$ cat src/rtl/dma_arm_pkg.sv
`timescale 1ns/1ps
package dma_arm_pkg;
  localparam int unsigned ADDR_KEEP_W = 28;
  localparam int unsigned CNT_W       = 17;
  localparam int unsigned SHORT_CNT_W = 14;
  localparam int unsigned FIFO_WORDS  = 4;

  localparam logic [ADDR_KEEP_W-1:0] FIFO_B_ADDR = 28'h40000A4;
  localparam logic [7:0]             EE_DST_TAG  = 8'h0D;
  localparam logic [4:0]             EE_CNT_TAG  = 5'd17;
  localparam logic [1:0]             DIR_FIXED   = 2'b10;

  typedef enum logic [1:0] {
    TM_IMM     = 2'b00,
    TM_EVT_A   = 2'b01,
    TM_EVT_B   = 2'b10,
    TM_SPECIAL = 2'b11
  } timing_e;

  typedef enum logic [1:0] {
    SND_NONE = 2'b00,
    SND_A    = 2'b01,
    SND_B    = 2'b10
  } snd_e;

  typedef struct packed {
    logic [ADDR_KEEP_W-1:0] src;
    logic [ADDR_KEEP_W-1:0] dst;
    logic [CNT_W-1:0]       cnt;
    logic                   wide;
    logic                   repeat_en;
    logic                   irq;
    logic [1:0]             src_dir;
    logic [1:0]             dst_dir;
    timing_e                timing;
    snd_e                   snd;
  } desc_t;
endpackage

$ cat src/rtl/dma_arm_regs.sv
`timescale 1ns/1ps
module dma_arm_regs #(
  parameter int unsigned N_CH   = 4,
  parameter int unsigned ADDR_W = 8,
  parameter int unsigned BASE   = 176,
  parameter int unsigned STRIDE = 12
) (
  input  logic                  clk,
  input  logic                  rst,
  input  logic                  wr_en,
  input  logic [ADDR_W-1:0]     wr_addr,
  input  logic [15:0]           wr_data,
  input  logic [1:0]            wr_be,
  output logic [N_CH-1:0][31:0] src_q,
  output logic [N_CH-1:0][31:0] dst_q,
  output logic [N_CH-1:0][15:0] cnt_q,
  output logic [N_CH-1:0][15:0] ctrl_q,
  output logic [N_CH-1:0]       trig_vec,
  output logic [15:0]           trig_val
);
  localparam int unsigned HW_N   = STRIDE / 2;
  localparam int unsigned SLOT_W = $clog2(HW_N);
  localparam int unsigned CH_W   = (N_CH > 1) ? $clog2(N_CH) : 1;

  localparam logic [SLOT_W-1:0] SL_SRC_LO = SLOT_W'(0);
  localparam logic [SLOT_W-1:0] SL_SRC_HI = SLOT_W'(1);
  localparam logic [SLOT_W-1:0] SL_DST_LO = SLOT_W'(2);
  localparam logic [SLOT_W-1:0] SL_DST_HI = SLOT_W'(3);
  localparam logic [SLOT_W-1:0] SL_CNT    = SLOT_W'(4);
  localparam logic [SLOT_W-1:0] SL_CTRL   = SLOT_W'(5);

  logic              hit;
  logic [CH_W-1:0]   hit_ch;
  logic [SLOT_W-1:0] hit_slot;
  logic [ADDR_W:0]   rel;

  // window decode: one channel window per STRIDE bytes
  always_comb begin
    hit      = 1'b0;
    hit_ch   = '0;
    hit_slot = '0;
    rel      = '0;
    for (int c = 0; c < N_CH; c++) begin
      rel = {1'b0, wr_addr} - (ADDR_W+1)'(BASE + c * STRIDE);
      if (rel < (ADDR_W+1)'(STRIDE)) begin
        hit      = 1'b1;
        hit_ch   = CH_W'(c);
        hit_slot = SLOT_W'(rel >> 1);
      end
    end
  end

  logic [15:0] hw_q [N_CH][HW_N];

  always_ff @(posedge clk) begin
    if (rst) begin
      for (int c = 0; c < N_CH; c++)
        for (int s = 0; s < HW_N; s++)
          hw_q[c][s] <= '0;
    end else if (wr_en && hit) begin
      if (wr_be[0]) hw_q[hit_ch][hit_slot][7:0]  <= wr_data[7:0];
      if (wr_be[1]) hw_q[hit_ch][hit_slot][15:8] <= wr_data[15:8];
    end
  end

  for (genvar c = 0; c < N_CH; c++) begin : g_view
    assign src_q[c]    = {hw_q[c][SL_SRC_HI], hw_q[c][SL_SRC_LO]};
    assign dst_q[c]    = {hw_q[c][SL_DST_HI], hw_q[c][SL_DST_LO]};
    assign cnt_q[c]    = hw_q[c][SL_CNT];
    assign ctrl_q[c]   = hw_q[c][SL_CTRL];
    assign trig_vec[c] = wr_en && hit && (hit_ch == CH_W'(c)) &&
                         (hit_slot == SL_CTRL) && wr_be[1];
  end

  // high-byte command merges with the stored low byte
  assign trig_val = {wr_data[15:8], wr_be[0] ? wr_data[7:0] : ctrl_q[hit_ch][7:0]};

  p_single_cmd_r2: assert property (@(posedge clk) disable iff (rst)
    $onehot0(trig_vec));

  p_ctrl_store_r2: assert property (@(posedge clk) disable iff (rst)
    (wr_en && hit && hit_slot == SL_CTRL && wr_be == 2'b11)
    |=> ctrl_q[$past(hit_ch)] == $past(wr_data));
endmodule

$ cat src/rtl/dma_arm_chan.sv
`timescale 1ns/1ps
module dma_arm_chan
  import dma_arm_pkg::*;
#(
  parameter int unsigned CH_IDX    = 0,
  parameter int unsigned FIFO_LO   = 1,
  parameter int unsigned FIFO_HI   = 2,
  parameter int unsigned LONG_CH   = 3,
  parameter int unsigned EEPROM_CH = 3
) (
  input  logic        clk,
  input  logic        rst,
  input  logic        trig,
  input  logic [15:0] trig_val,
  input  logic [31:0] src_raw,
  input  logic [31:0] dst_raw,
  input  logic [15:0] cnt_raw,
  output desc_t       desc_q,
  output logic        armed_q,
  output logic        start_req,
  output logic        eeprom_hit
);
  localparam bit IS_FIFO = (CH_IDX >= FIFO_LO) && (CH_IDX <= FIFO_HI);
  localparam bit IS_LONG = (CH_IDX >= LONG_CH);
  localparam bit IS_EE   = (CH_IDX == EEPROM_CH);
  localparam int unsigned CW_RAW = IS_LONG ? 16 : SHORT_CNT_W;
  localparam logic [15:0] CNT_MASK = 16'((32'h1 << CW_RAW) - 1);

  timing_e                tm;
  logic                   arm_now;
  logic                   fifo_mode;
  logic [ADDR_KEEP_W-1:0] dst_m;
  logic [15:0]            cnt_m;
  desc_t                  nxt;

  assign tm        = timing_e'(trig_val[13:12]);
  assign arm_now   = trig && trig_val[15] && !armed_q;
  assign fifo_mode = IS_FIFO && (tm == TM_SPECIAL);
  assign dst_m     = dst_raw[ADDR_KEEP_W-1:0];
  assign cnt_m     = cnt_raw & CNT_MASK;

  always_comb begin
    nxt           = '0;
    nxt.src       = src_raw[ADDR_KEEP_W-1:0];
    nxt.dst       = dst_m;
    nxt.irq       = trig_val[14];
    nxt.repeat_en = trig_val[9];
    nxt.src_dir   = trig_val[8:7];
    nxt.timing    = tm;
    if (fifo_mode) begin
      nxt.cnt     = CNT_W'(FIFO_WORDS);
      nxt.wide    = 1'b1;
      nxt.dst_dir = DIR_FIXED;
      nxt.snd     = (dst_m == FIFO_B_ADDR) ? SND_B : SND_A;
    end else begin
      nxt.cnt     = (cnt_m == '0) ? (CNT_W'(1) << CW_RAW) : CNT_W'(cnt_m);
      nxt.wide    = trig_val[10];
      nxt.dst_dir = trig_val[6:5];
      nxt.snd     = SND_NONE;
    end
  end

  assign start_req  = arm_now && (tm == TM_IMM);
  assign eeprom_hit = arm_now && IS_EE && (dst_raw[31:24] == EE_DST_TAG) &&
                      (cnt_raw[4:0] == EE_CNT_TAG);

  always_ff @(posedge clk) begin
    if (rst) begin
      armed_q <= 1'b0;
      desc_q  <= '0;
    end else if (trig) begin
      if (trig_val[15]) begin
        if (!armed_q) begin
          armed_q <= 1'b1;
          desc_q  <= nxt;
        end
      end else begin
        armed_q    <= 1'b0;
        desc_q.snd <= SND_NONE;
      end
    end
  end

  p_arm_by_cmd_r3: assert property (@(posedge clk) disable iff (rst)
    $rose(armed_q) |-> $past(trig && trig_val[15]));

  p_busy_hold_r4: assert property (@(posedge clk) disable iff (rst)
    (trig && trig_val[15] && armed_q) |=> $stable(desc_q) && armed_q);

  p_disarm_r5: assert property (@(posedge clk) disable iff (rst)
    (trig && !trig_val[15]) |=> !armed_q && desc_q.snd == SND_NONE);

  p_count_nonzero_r6: assert property (@(posedge clk) disable iff (rst)
    armed_q |-> desc_q.cnt != '0);

  p_fifo_shape_r7: assert property (@(posedge clk) disable iff (rst)
    (armed_q && desc_q.snd != SND_NONE)
    |-> desc_q.cnt == CNT_W'(FIFO_WORDS) && desc_q.wide && desc_q.dst_dir == DIR_FIXED);
endmodule

$ cat src/rtl/dma_arm_prio.sv
`timescale 1ns/1ps
module dma_arm_prio #(
  parameter int unsigned N = 4,
  parameter int unsigned W = 2
) (
  input  logic [N-1:0] req,
  output logic         any,
  output logic [W-1:0] idx
);
  always_comb begin
    any = |req;
    idx = '0;
    for (int i = N - 1; i >= 0; i--) begin
      if (req[i]) idx = W'(i);
    end
  end
endmodule

$ cat src/rtl/dma_arm_bank.sv
`timescale 1ns/1ps
module dma_arm_bank
  import dma_arm_pkg::*;
#(
  parameter int unsigned N_CH   = 4,
  parameter int unsigned ADDR_W = 8,
  parameter int unsigned BASE   = 176,
  parameter int unsigned STRIDE = 12,
  parameter int unsigned CH_W   = 2
) (
  input  logic                        clk,
  input  logic                        rst,
  input  logic                        wr_en,
  input  logic [ADDR_W-1:0]           wr_addr,
  input  logic [15:0]                 wr_data,
  input  logic [1:0]                  wr_be,
  output logic [N_CH*16-1:0]          ctrl_word,
  output logic [N_CH-1:0]             armed,
  output logic [N_CH*ADDR_KEEP_W-1:0] desc_src,
  output logic [N_CH*ADDR_KEEP_W-1:0] desc_dst,
  output logic [N_CH*CNT_W-1:0]       desc_cnt,
  output logic [N_CH*2-1:0]           desc_timing,
  output logic [N_CH-1:0]             desc_irq,
  output logic [N_CH-1:0]             desc_wide,
  output logic [N_CH-1:0]             desc_repeat,
  output logic [N_CH*2-1:0]           desc_src_dir,
  output logic [N_CH*2-1:0]           desc_dst_dir,
  output logic [N_CH*2-1:0]           desc_snd,
  output logic                        start_pulse,
  output logic [CH_W-1:0]             start_chan,
  output logic                        eeprom_large
);
  logic [N_CH-1:0][31:0] src_q, dst_q;
  logic [N_CH-1:0][15:0] cnt_q, ctrl_q;
  logic [N_CH-1:0]       trig_vec, req_v, ee_v;
  logic [15:0]           trig_val;
  desc_t                 desc_all [N_CH];
  logic                  req_any;
  logic [CH_W-1:0]       req_idx;

  dma_arm_regs #(
    .N_CH(N_CH), .ADDR_W(ADDR_W), .BASE(BASE), .STRIDE(STRIDE)
  ) regs_i (
    .clk(clk), .rst(rst), .wr_en(wr_en), .wr_addr(wr_addr),
    .wr_data(wr_data), .wr_be(wr_be),
    .src_q(src_q), .dst_q(dst_q), .cnt_q(cnt_q), .ctrl_q(ctrl_q),
    .trig_vec(trig_vec), .trig_val(trig_val)
  );

  for (genvar c = 0; c < N_CH; c++) begin : g_ch
    dma_arm_chan #(.CH_IDX(c)) chan_i (
      .clk(clk), .rst(rst), .trig(trig_vec[c]), .trig_val(trig_val),
      .src_raw(src_q[c]), .dst_raw(dst_q[c]), .cnt_raw(cnt_q[c]),
      .desc_q(desc_all[c]), .armed_q(armed[c]),
      .start_req(req_v[c]), .eeprom_hit(ee_v[c])
    );
    assign ctrl_word[c*16 +: 16]                    = ctrl_q[c];
    assign desc_src[c*ADDR_KEEP_W +: ADDR_KEEP_W]   = desc_all[c].src;
    assign desc_dst[c*ADDR_KEEP_W +: ADDR_KEEP_W]   = desc_all[c].dst;
    assign desc_cnt[c*CNT_W +: CNT_W]               = desc_all[c].cnt;
    assign desc_timing[c*2 +: 2]                    = desc_all[c].timing;
    assign desc_irq[c]                              = desc_all[c].irq;
    assign desc_wide[c]                             = desc_all[c].wide;
    assign desc_repeat[c]                           = desc_all[c].repeat_en;
    assign desc_src_dir[c*2 +: 2]                   = desc_all[c].src_dir;
    assign desc_dst_dir[c*2 +: 2]                   = desc_all[c].dst_dir;
    assign desc_snd[c*2 +: 2]                       = desc_all[c].snd;
  end

  dma_arm_prio #(.N(N_CH), .W(CH_W)) prio_i (
    .req(req_v), .any(req_any), .idx(req_idx)
  );

  always_ff @(posedge clk) begin
    if (rst) begin
      start_pulse  <= 1'b0;
      start_chan   <= '0;
      eeprom_large <= 1'b0;
    end else begin
      start_pulse  <= req_any;
      start_chan   <= req_idx;
      eeprom_large <= eeprom_large | (|ee_v);
    end
  end

  p_start_valid_r9: assert property (@(posedge clk) disable iff (rst)
    start_pulse |-> armed[start_chan] && desc_timing[start_chan*2 +: 2] == 2'b00);

  p_eeprom_sticky_r8: assert property (@(posedge clk) disable iff (rst)
    eeprom_large |=> eeprom_large);
endmodule

$ cat config.mk
export PLATFORM = sky130hd
export DESIGN_NAME = dma_arm_bank
export DESIGN_NICKNAME = d
export VERILOG_FILES = /design/src/rtl/dma_arm_pkg.sv /design/src/rtl/dma_arm_regs.sv /design/src/rtl/dma_arm_chan.sv /design/src/rtl/dma_arm_prio.sv /design/src/rtl/dma_arm_bank.sv
export SDC_FILE = /design/constraint.sdc
export NUM_CORES = 1
export LEC_CHECK = 0
export BUFFER_PORTS_ARGS = -buffer_cell sky130_fd_sc_hd__buf_4
export CAP_MARGIN = 30
export CORE_UTILIZATION = 57
export CTS_CLUSTER_DIAMETER = 120
export DETAILED_ROUTE_END_ITERATION = 6
export PLACE_DENSITY = 0.8
export SYNTH_ARGS = -nofsm -noshare
export SYNTH_HDL_FRONTEND = slang
export SYNTH_HIERARCHICAL = 1
export SYNTH_SLANG_ARGS = --single-unit
$ cat constraint.sdc
create_clock -name clk -period 5.7 [get_ports clk]
set_input_delay 1.14 -clock clk [delete_from_list [all_inputs] [get_ports clk]]
set_output_delay 1.14 -clock clk [all_outputs]
set_load 0.005 [all_outputs]
After elaboration in Yosys (flattened, before gate mapping)
Memories as Yosys holds them, arrays and structs flattened.
Index checks and enable logic that the tools add are counted.
{"block": "op_classes", "n_addsub": 4, "n_mul": 0, "div_mod_pow": 0, "n_lt_le_gt_ge": 7, "eq_ne": 13, "shifts": 0, "mux": 150, "bitwise": 102, "reduce_logical": 50}
{"cell": "$mux W96", "n": 4}
{"cell": "$mux W1", "n": 111}
{"cell": "$or A1 B1 Y1", "n": 97}
{"cell": "$demux W16 S3", "n": 2}
{"cell": "$reduce_or A96 Y1", "n": 1}
{"cell": "$logic_not A16 Y1", "n": 4}
{"cell": "$eq A28 B27 Y1 const B", "n": 2}
{"cell": "$mux W16", "n": 3}
{"cell": "$mux W15", "n": 3}
{"cell": "$lt A9 B4 Y1 const B", "n": 4}
{"cell": "$mux W2", "n": 18}
{"cell": "$sub A8 B8 Y9 const B", "n": 4}
{"cell": "$bmux W16 S2", "n": 1}
{"cell": "$logic_and A1 B1 Y1", "n": 28}
{"cell": "$mux W8", "n": 3}
{"cell": "$mux W17", "n": 1}
{"cell": "$mux W3", "n": 4}
{"cell": "$reduce_and A3 Y1", "n": 4}
{"cell": "$eq A8 B4 Y1 const B", "n": 1}
{"cell": "$ne A2 B2 Y1 const B", "n": 4}
{"cell": "$reduce_and A2 Y1", "n": 4}
{"cell": "$eq A2 B2 Y1 const B", "n": 3}
{"cell": "$eq A5 B5 Y1 const B", "n": 1}
{"cell": "$ge A4 B4 Y1 const B", "n": 1}
{"cell": "other kinds (11)", "n": 18}
{"block": "totals", "register_bits": 342, "latchBits": 0, "mem_bits_rw": 384, "rom_bits": 0, "out_inout_bits": 408, "mem_count": 1}
{"memory": "regs_i.hw_q", "words": 4, "width": 96, "rd": 4, "rd_clocked_by_memory_dff": 0, "wr": 4, "line": "dma_arm_regs.sv:53", "source": "logic [15:0] hw_q [N_CH][HW_N];"}

Depth between registers and ports, before layout
{"block": "depth", "ltp_word": 16, "ltp_mapped": 19, "mapped_depth_nobuf": 13}

Hierarchy
The synthesis kept the hierarchy.
{"mod": "dma_arm_regs", "instances": 1, "cells_each": 1135, "area_each_um2": 15838.9, "seq_area_each_um2": 11531.1}
{"mod": "dma_arm_chan (g_ch[1].chan_i ...)", "instances": 2, "cells_each": 383, "area_each_um2": 3016.6, "seq_area_each_um2": 1661.6}
{"mod": "dma_arm_chan (g_ch[3].chan_i)", "instances": 1, "cells_each": 373, "area_each_um2": 2930.3, "seq_area_each_um2": 1661.6}
{"mod": "dma_arm_chan (g_ch[0].chan_i)", "instances": 1, "cells_each": 363, "area_each_um2": 2906.5, "seq_area_each_um2": 1621.6}
{"mod": "dma_arm_bank", "instances": 1, "cells_each": 10, "area_each_um2": 112.6, "seq_area_each_um2": 80.1}
{"mod": "dma_arm_prio", "instances": 1, "cells_each": 7, "area_each_um2": 35.0, "seq_area_each_um2": 0.0}

Worst setup path after synthesis
No wires, ideal clock.
{"block": "synth_timing", "kind": "input port to flip-flop", "from": "input wr_addr[2]", "to": "register start_chan[0]", "setup_time_ps": 114, "arrival_time_ps": 4458, "required_ps": 5586, "slack_ps": 1129, "path_stages": 19, "path_buffers": 6, "path_cell_list": "buf_2 inv_2 ha_1 or4b_1 nand3_1 and2_1 buf_2 nor4_2 nor2_1 buf_2 buf_2 nor4_1 nand3b_1 buf_2 buf_2 nor3_1 nand2b_1 a21oi_2 nor2b_1"}
{"item": "from (decl)", "line": "dma_arm_bank.sv:14", "source": "input logic [ADDR_W-1:0] wr_addr,"}
{"item": "parallel branches: the longest is 8 deep, another holds $sub A8 B8 Y9"}
{"item": "$logic_and A1 B1 Y1 *", "line": "dma_arm_regs.sv:71", "source": "assign trig_vec[c] = wr_en && hit && (hit_ch == CH_W'(c)) &&"}
{"item": "$logic_and A1 B1 Y1 *", "line": "dma_arm_regs.sv:72", "source": "(hit_slot == SL_CTRL) && wr_be[1];"}
{"item": "via trig_vec[2]", "line": "dma_arm_bank.sv:35", "source": "logic [N_CH-1:0] trig_vec, req_v, ee_v;"}
{"item": "$logic_and A1 B1 Y1 * (2 in a row)", "line": "dma_arm_chan.sv:37", "source": "assign arm_now = trig && trig_val[15] && !armed_q;"}
{"item": "$logic_and A1 B1 Y1 *", "line": "dma_arm_chan.sv:63", "source": "assign start_req = arm_now && (tm == TM_IMM);"}
{"item": "via req_v[2]", "line": "dma_arm_bank.sv:35"}
{"item": "$mux W2 *", "line": "dma_arm_prio.sv:14", "source": "if (req[i]) idx = W'(i);"}
{"item": "$mux W1 *", "line": "dma_arm_prio.sv:14"}
{"item": "to (signal assigned)", "line": "dma_arm_bank.sv:81", "source": "start_chan <= req_idx;"}
{"item": "to (decl)", "line": "dma_arm_bank.sv:30", "source": "output logic [CH_W-1:0] start_chan,"}
Mark *: on every way through the listed nets, which the timed path passes.
A chain may end at the register's enable or synchronous reset.

Final worst setup path
{"block": "layout_timing", "from": "input wr_addr[2]", "to": "register start_chan[0]"}
{"block": "layout_between", "elab_chain_len": 16}
{"item": "parallel branches: the longest is 8 deep, another holds $sub A8 B8 Y9"}
{"item": "$logic_and A1 B1 Y1 *", "line": "dma_arm_regs.sv:71"}
{"item": "$logic_and A1 B1 Y1 *", "line": "dma_arm_regs.sv:72"}
{"item": "via trig_vec[3]", "line": "dma_arm_bank.sv:35"}
{"item": "$logic_and A1 B1 Y1 * (2 in a row)", "line": "dma_arm_chan.sv:37"}
{"item": "$logic_and A1 B1 Y1 *", "line": "dma_arm_chan.sv:63"}
{"item": "via req_v[3]", "line": "dma_arm_bank.sv:35"}
{"item": "$mux W2 * (2 in a row)", "line": "dma_arm_prio.sv:14"}
{"item": "$mux W1 *", "line": "dma_arm_prio.sv:14"}
Marked as above.

==> key figures <==
Finish
  • Multi-input logic area: between 8000 and 9000 sq um
  • Register Area: 17,200 sq um
  • Filler instances: about 3,200
  • Fin cells: between 3,000 and 4,000
  • Layout Cell Area excl Fill: roughly 32,000 sq um
  • Area Overhead vs Synth: 22.5%
  • # nets final: 2,960
  • Layout cells sized above 1: between 20 and 25%

Power
  • Power Total: between 10 and 15 mW
  • Switching power: between 2 and 2.5 mW
  • Internal power: 7.98 mW
  • Comb pwr share: under 10%
  • Power per Cell Area: ~320 nW/um^2
  • Maximum vdd drop: around 240 uV
  • Pleak: about 12 nW
  • Reg power frac: 52.5%
  • Switching share of total power: between 20% and 30%
  • Clk pwr share: 43.3%

Clock tree
  • Clk slew on worst S/H paths: 0.06 ns
  • H-tree depth: 3
  • Clock sink count: approximately 680
  • CTS Buffer Depth: 3
  • Root buffer cell: clkbuf_16
  • CTS tree: yes
  • CTS Buf Count: between 60 and 70
  • Post-CTS Setup Inserts: 0
  • Post-CTS sizing: 0
  • CTS Hold Bufs: 0
  • Later-pin clock latency in the skew report: ~0.60 ns

Timing
  • RSZ-0062 raised after global routing: false
  • Pins Over Slew Limit: 0
  • Period utilization: roughly four fifths
  • Final setup fails: 0
  • Worst rel slew slack: around 28%
  • Tmin final: 4.54 ns
  • Final worst slack: approximately 1.2 ns
  • Peak Freq: approximately 220 MHz
  • Hold Fails Final Rpt: 0
  • Worst Clk Skew: 0.0228 ns
  • Setup TNS: 0 ns
  • Worst slew pin tran: about 1.1 ns

Critical path
  • CP Class: input port to flip-flop
  • Cell mode on critical path: buf_4
  • Critical Path AT: 5.07 ns
  • Crit end category: flip-flop
  • Max FO, Critical Path: 26
  • Crit-path slowest cell: a21oi_1
  • Crit-path max cell delay: 0.49 ns
  • Cell Chain, Critical Path: buf_4 > buf_4 > ha_1 > or3b_1 > a31oi_1 > nand3_2 > a21oi_1 > nor2_4 > nor4_1 > buf_4 > nand3b_1 > buf_4 > nor3_1 > nand2b_1 > a21oi_2 > nor2b_1
  • CP Launch Type: input port
  • Crit path required time: about 6.2 ns

Hold path
  • Hold Path Class: flip-flop to flip-flop

Job
  • Max-Cap Viols: 0

GRT
  • Largest net degree at the start of global routing: 194
  • First-pass GRT wire length: around 120,000 microns
  • Initial antenna violation count: 7
  • Vias in the first global route: around 20,000
  • GRT Residual Overflow: 0
  • GRT Overall Usage: 33.9%

Floorplan
  • Width of the die: 217 microns
  • DIE HEIGHT: 217 microns
  • Row count: slightly below 80
  • Core ar.: 45,600 sq um
  • IO Count: 437
  • Die Area: between 40,000 and 50,000 sq um
  • Initial Utilization: 58.0%

Drt
  • Drt drc: 0
  • DRT Wirelength: between 80,000 and 90,000 microns
  • First DRT Iteration DRCs: 2,490
  • Post-detailed-route via-to-cell ratio: 5.90
  • Routed wire per std cell: 22.8 microns
  • Detail Route Antenna Nets: 0
  • Initial DRT Pass Iterations: 6
  • Total number of vias: roughly 21,000

Synthesis
  • Syn. warnings: 6
  • Mapped Avg Cell Area: roughly 10 sq um
  • Mapped Area: roughly 26,000 sq um
  • Post-Synthesis Cells: 2,555

Place
  • Final GP Congestion: between 0.9 and 1
  • Pre-CTS WS: 0.628 ns
  • Port buffer count: between 400 and 500
  • Placed Cells: 3,448
  • HPWL after DPL: 54,300 microns
  • Area post-placement: approximately 30,000 sq um

Outcome
  • Outcome: complete, no violations
-- worst max-delay path: cells and delay by family --
family / cells / cell delay, ns
buffers and inverters: 4 / 0.86
and+or+nand+nor: 8 / 1.86
AOI/OAI and AO/OA: 3 / 0.93
adders and majority gates: 1 / 0.27
-- layer usage --
metal	part of all wire (%)	wire [microns]	global-route usage, %	up-vias
met3	11	9370	8.27	197
met1	38	31000	44.7	10100
met2	46	38000	53.4	1273
met5	0	0	0	-
met4	4.1	3350	14.9	0
li1	-	-	-	9525
-- state kept, by name, indices dropped and copies added (netlist names) --
register             count
regs_i/hw_q            350
g_ch.chan_i/armed_q      4
eeprom_large             1
start_pulse              1
start_chan               2
g_ch.chan_i/desc_q     326
-- cell type report --
class | instances | area share [%]
clock inverters | 22 | 0.545
multi-input cells | 1649 | 25.4
inverters | 9 | 0.104
repair buffers | 509 | 12.1
diodes | 2 | 0.0155
flip-flops and latches | 684 | 53.1
clock buffers | 106 | 6.34
well taps | 600 | 2.32
-- layout by cell type (no fill, tap or decap), types with 13 or more instances in the layout --
cell type / count
nand2_1: 663
nor3_2: 17
conb_1: 13
nand3_1: 63
nor4_1: 48
edfxtp_1: 350
o31ai_1: 14
buf_4: 496
clkbuf_16: 73
and2_1: 87
o21ai_0: 13
and4_1: 15
dfxtp_1: 334
nor3_1: 91
nor2_1: 141
a21oi_1: 310
clkbuf_1: 22
and3_1: 39
-- power groups by stage --
| stage | registers, mW | clock network [mW] | logic [mW] |
|---|---|---|---|
| 6_report | 5.36 | 4.42 | 0.427 |
| 5_1_grt | 5.36 | 4.67 | 0.440 |
| 4_1_cts | 5.36 | 4.47 | 0.411 |
| 3_5_place_dp | 5.46 | 0 | 0.410 |
| 3_3_place_gp | 5.46 | 0 | 0.401 |
| 2_1_floorplan | 5.43 | 0 | 0.214 |
-- stage by stage --
step | util, % | hold slack [ns]
CTS | 71.0 | 0.453
global placement | 66.1 | 0.444
global route | 71.0 | 0.466
floorplan | - | 0.444
detailed placement | 66.1 | 0.445
finish | 71.1 | 0.454
-- path summary, 6_finish.rpt --
kind | endpoint | depth (start not counted) | start | slack [ns]
setup / recovery | start_chan[0] | 16 | wr_addr[2] | 1.16
hold / removal | g_ch[2].chan_i/desc_q[19] | 2 | g_ch[2].chan_i/desc_q[19] | 0.45
setup reg to reg | g_ch[1].chan_i/desc_q[5] | 5 | regs_i/hw_q[0][6] | 3.78
hold reg to reg | g_ch[2].chan_i/desc_q[19] | 2 | g_ch[2].chan_i/desc_q[19] | 0.45
(Power assumes the default switching activity.)
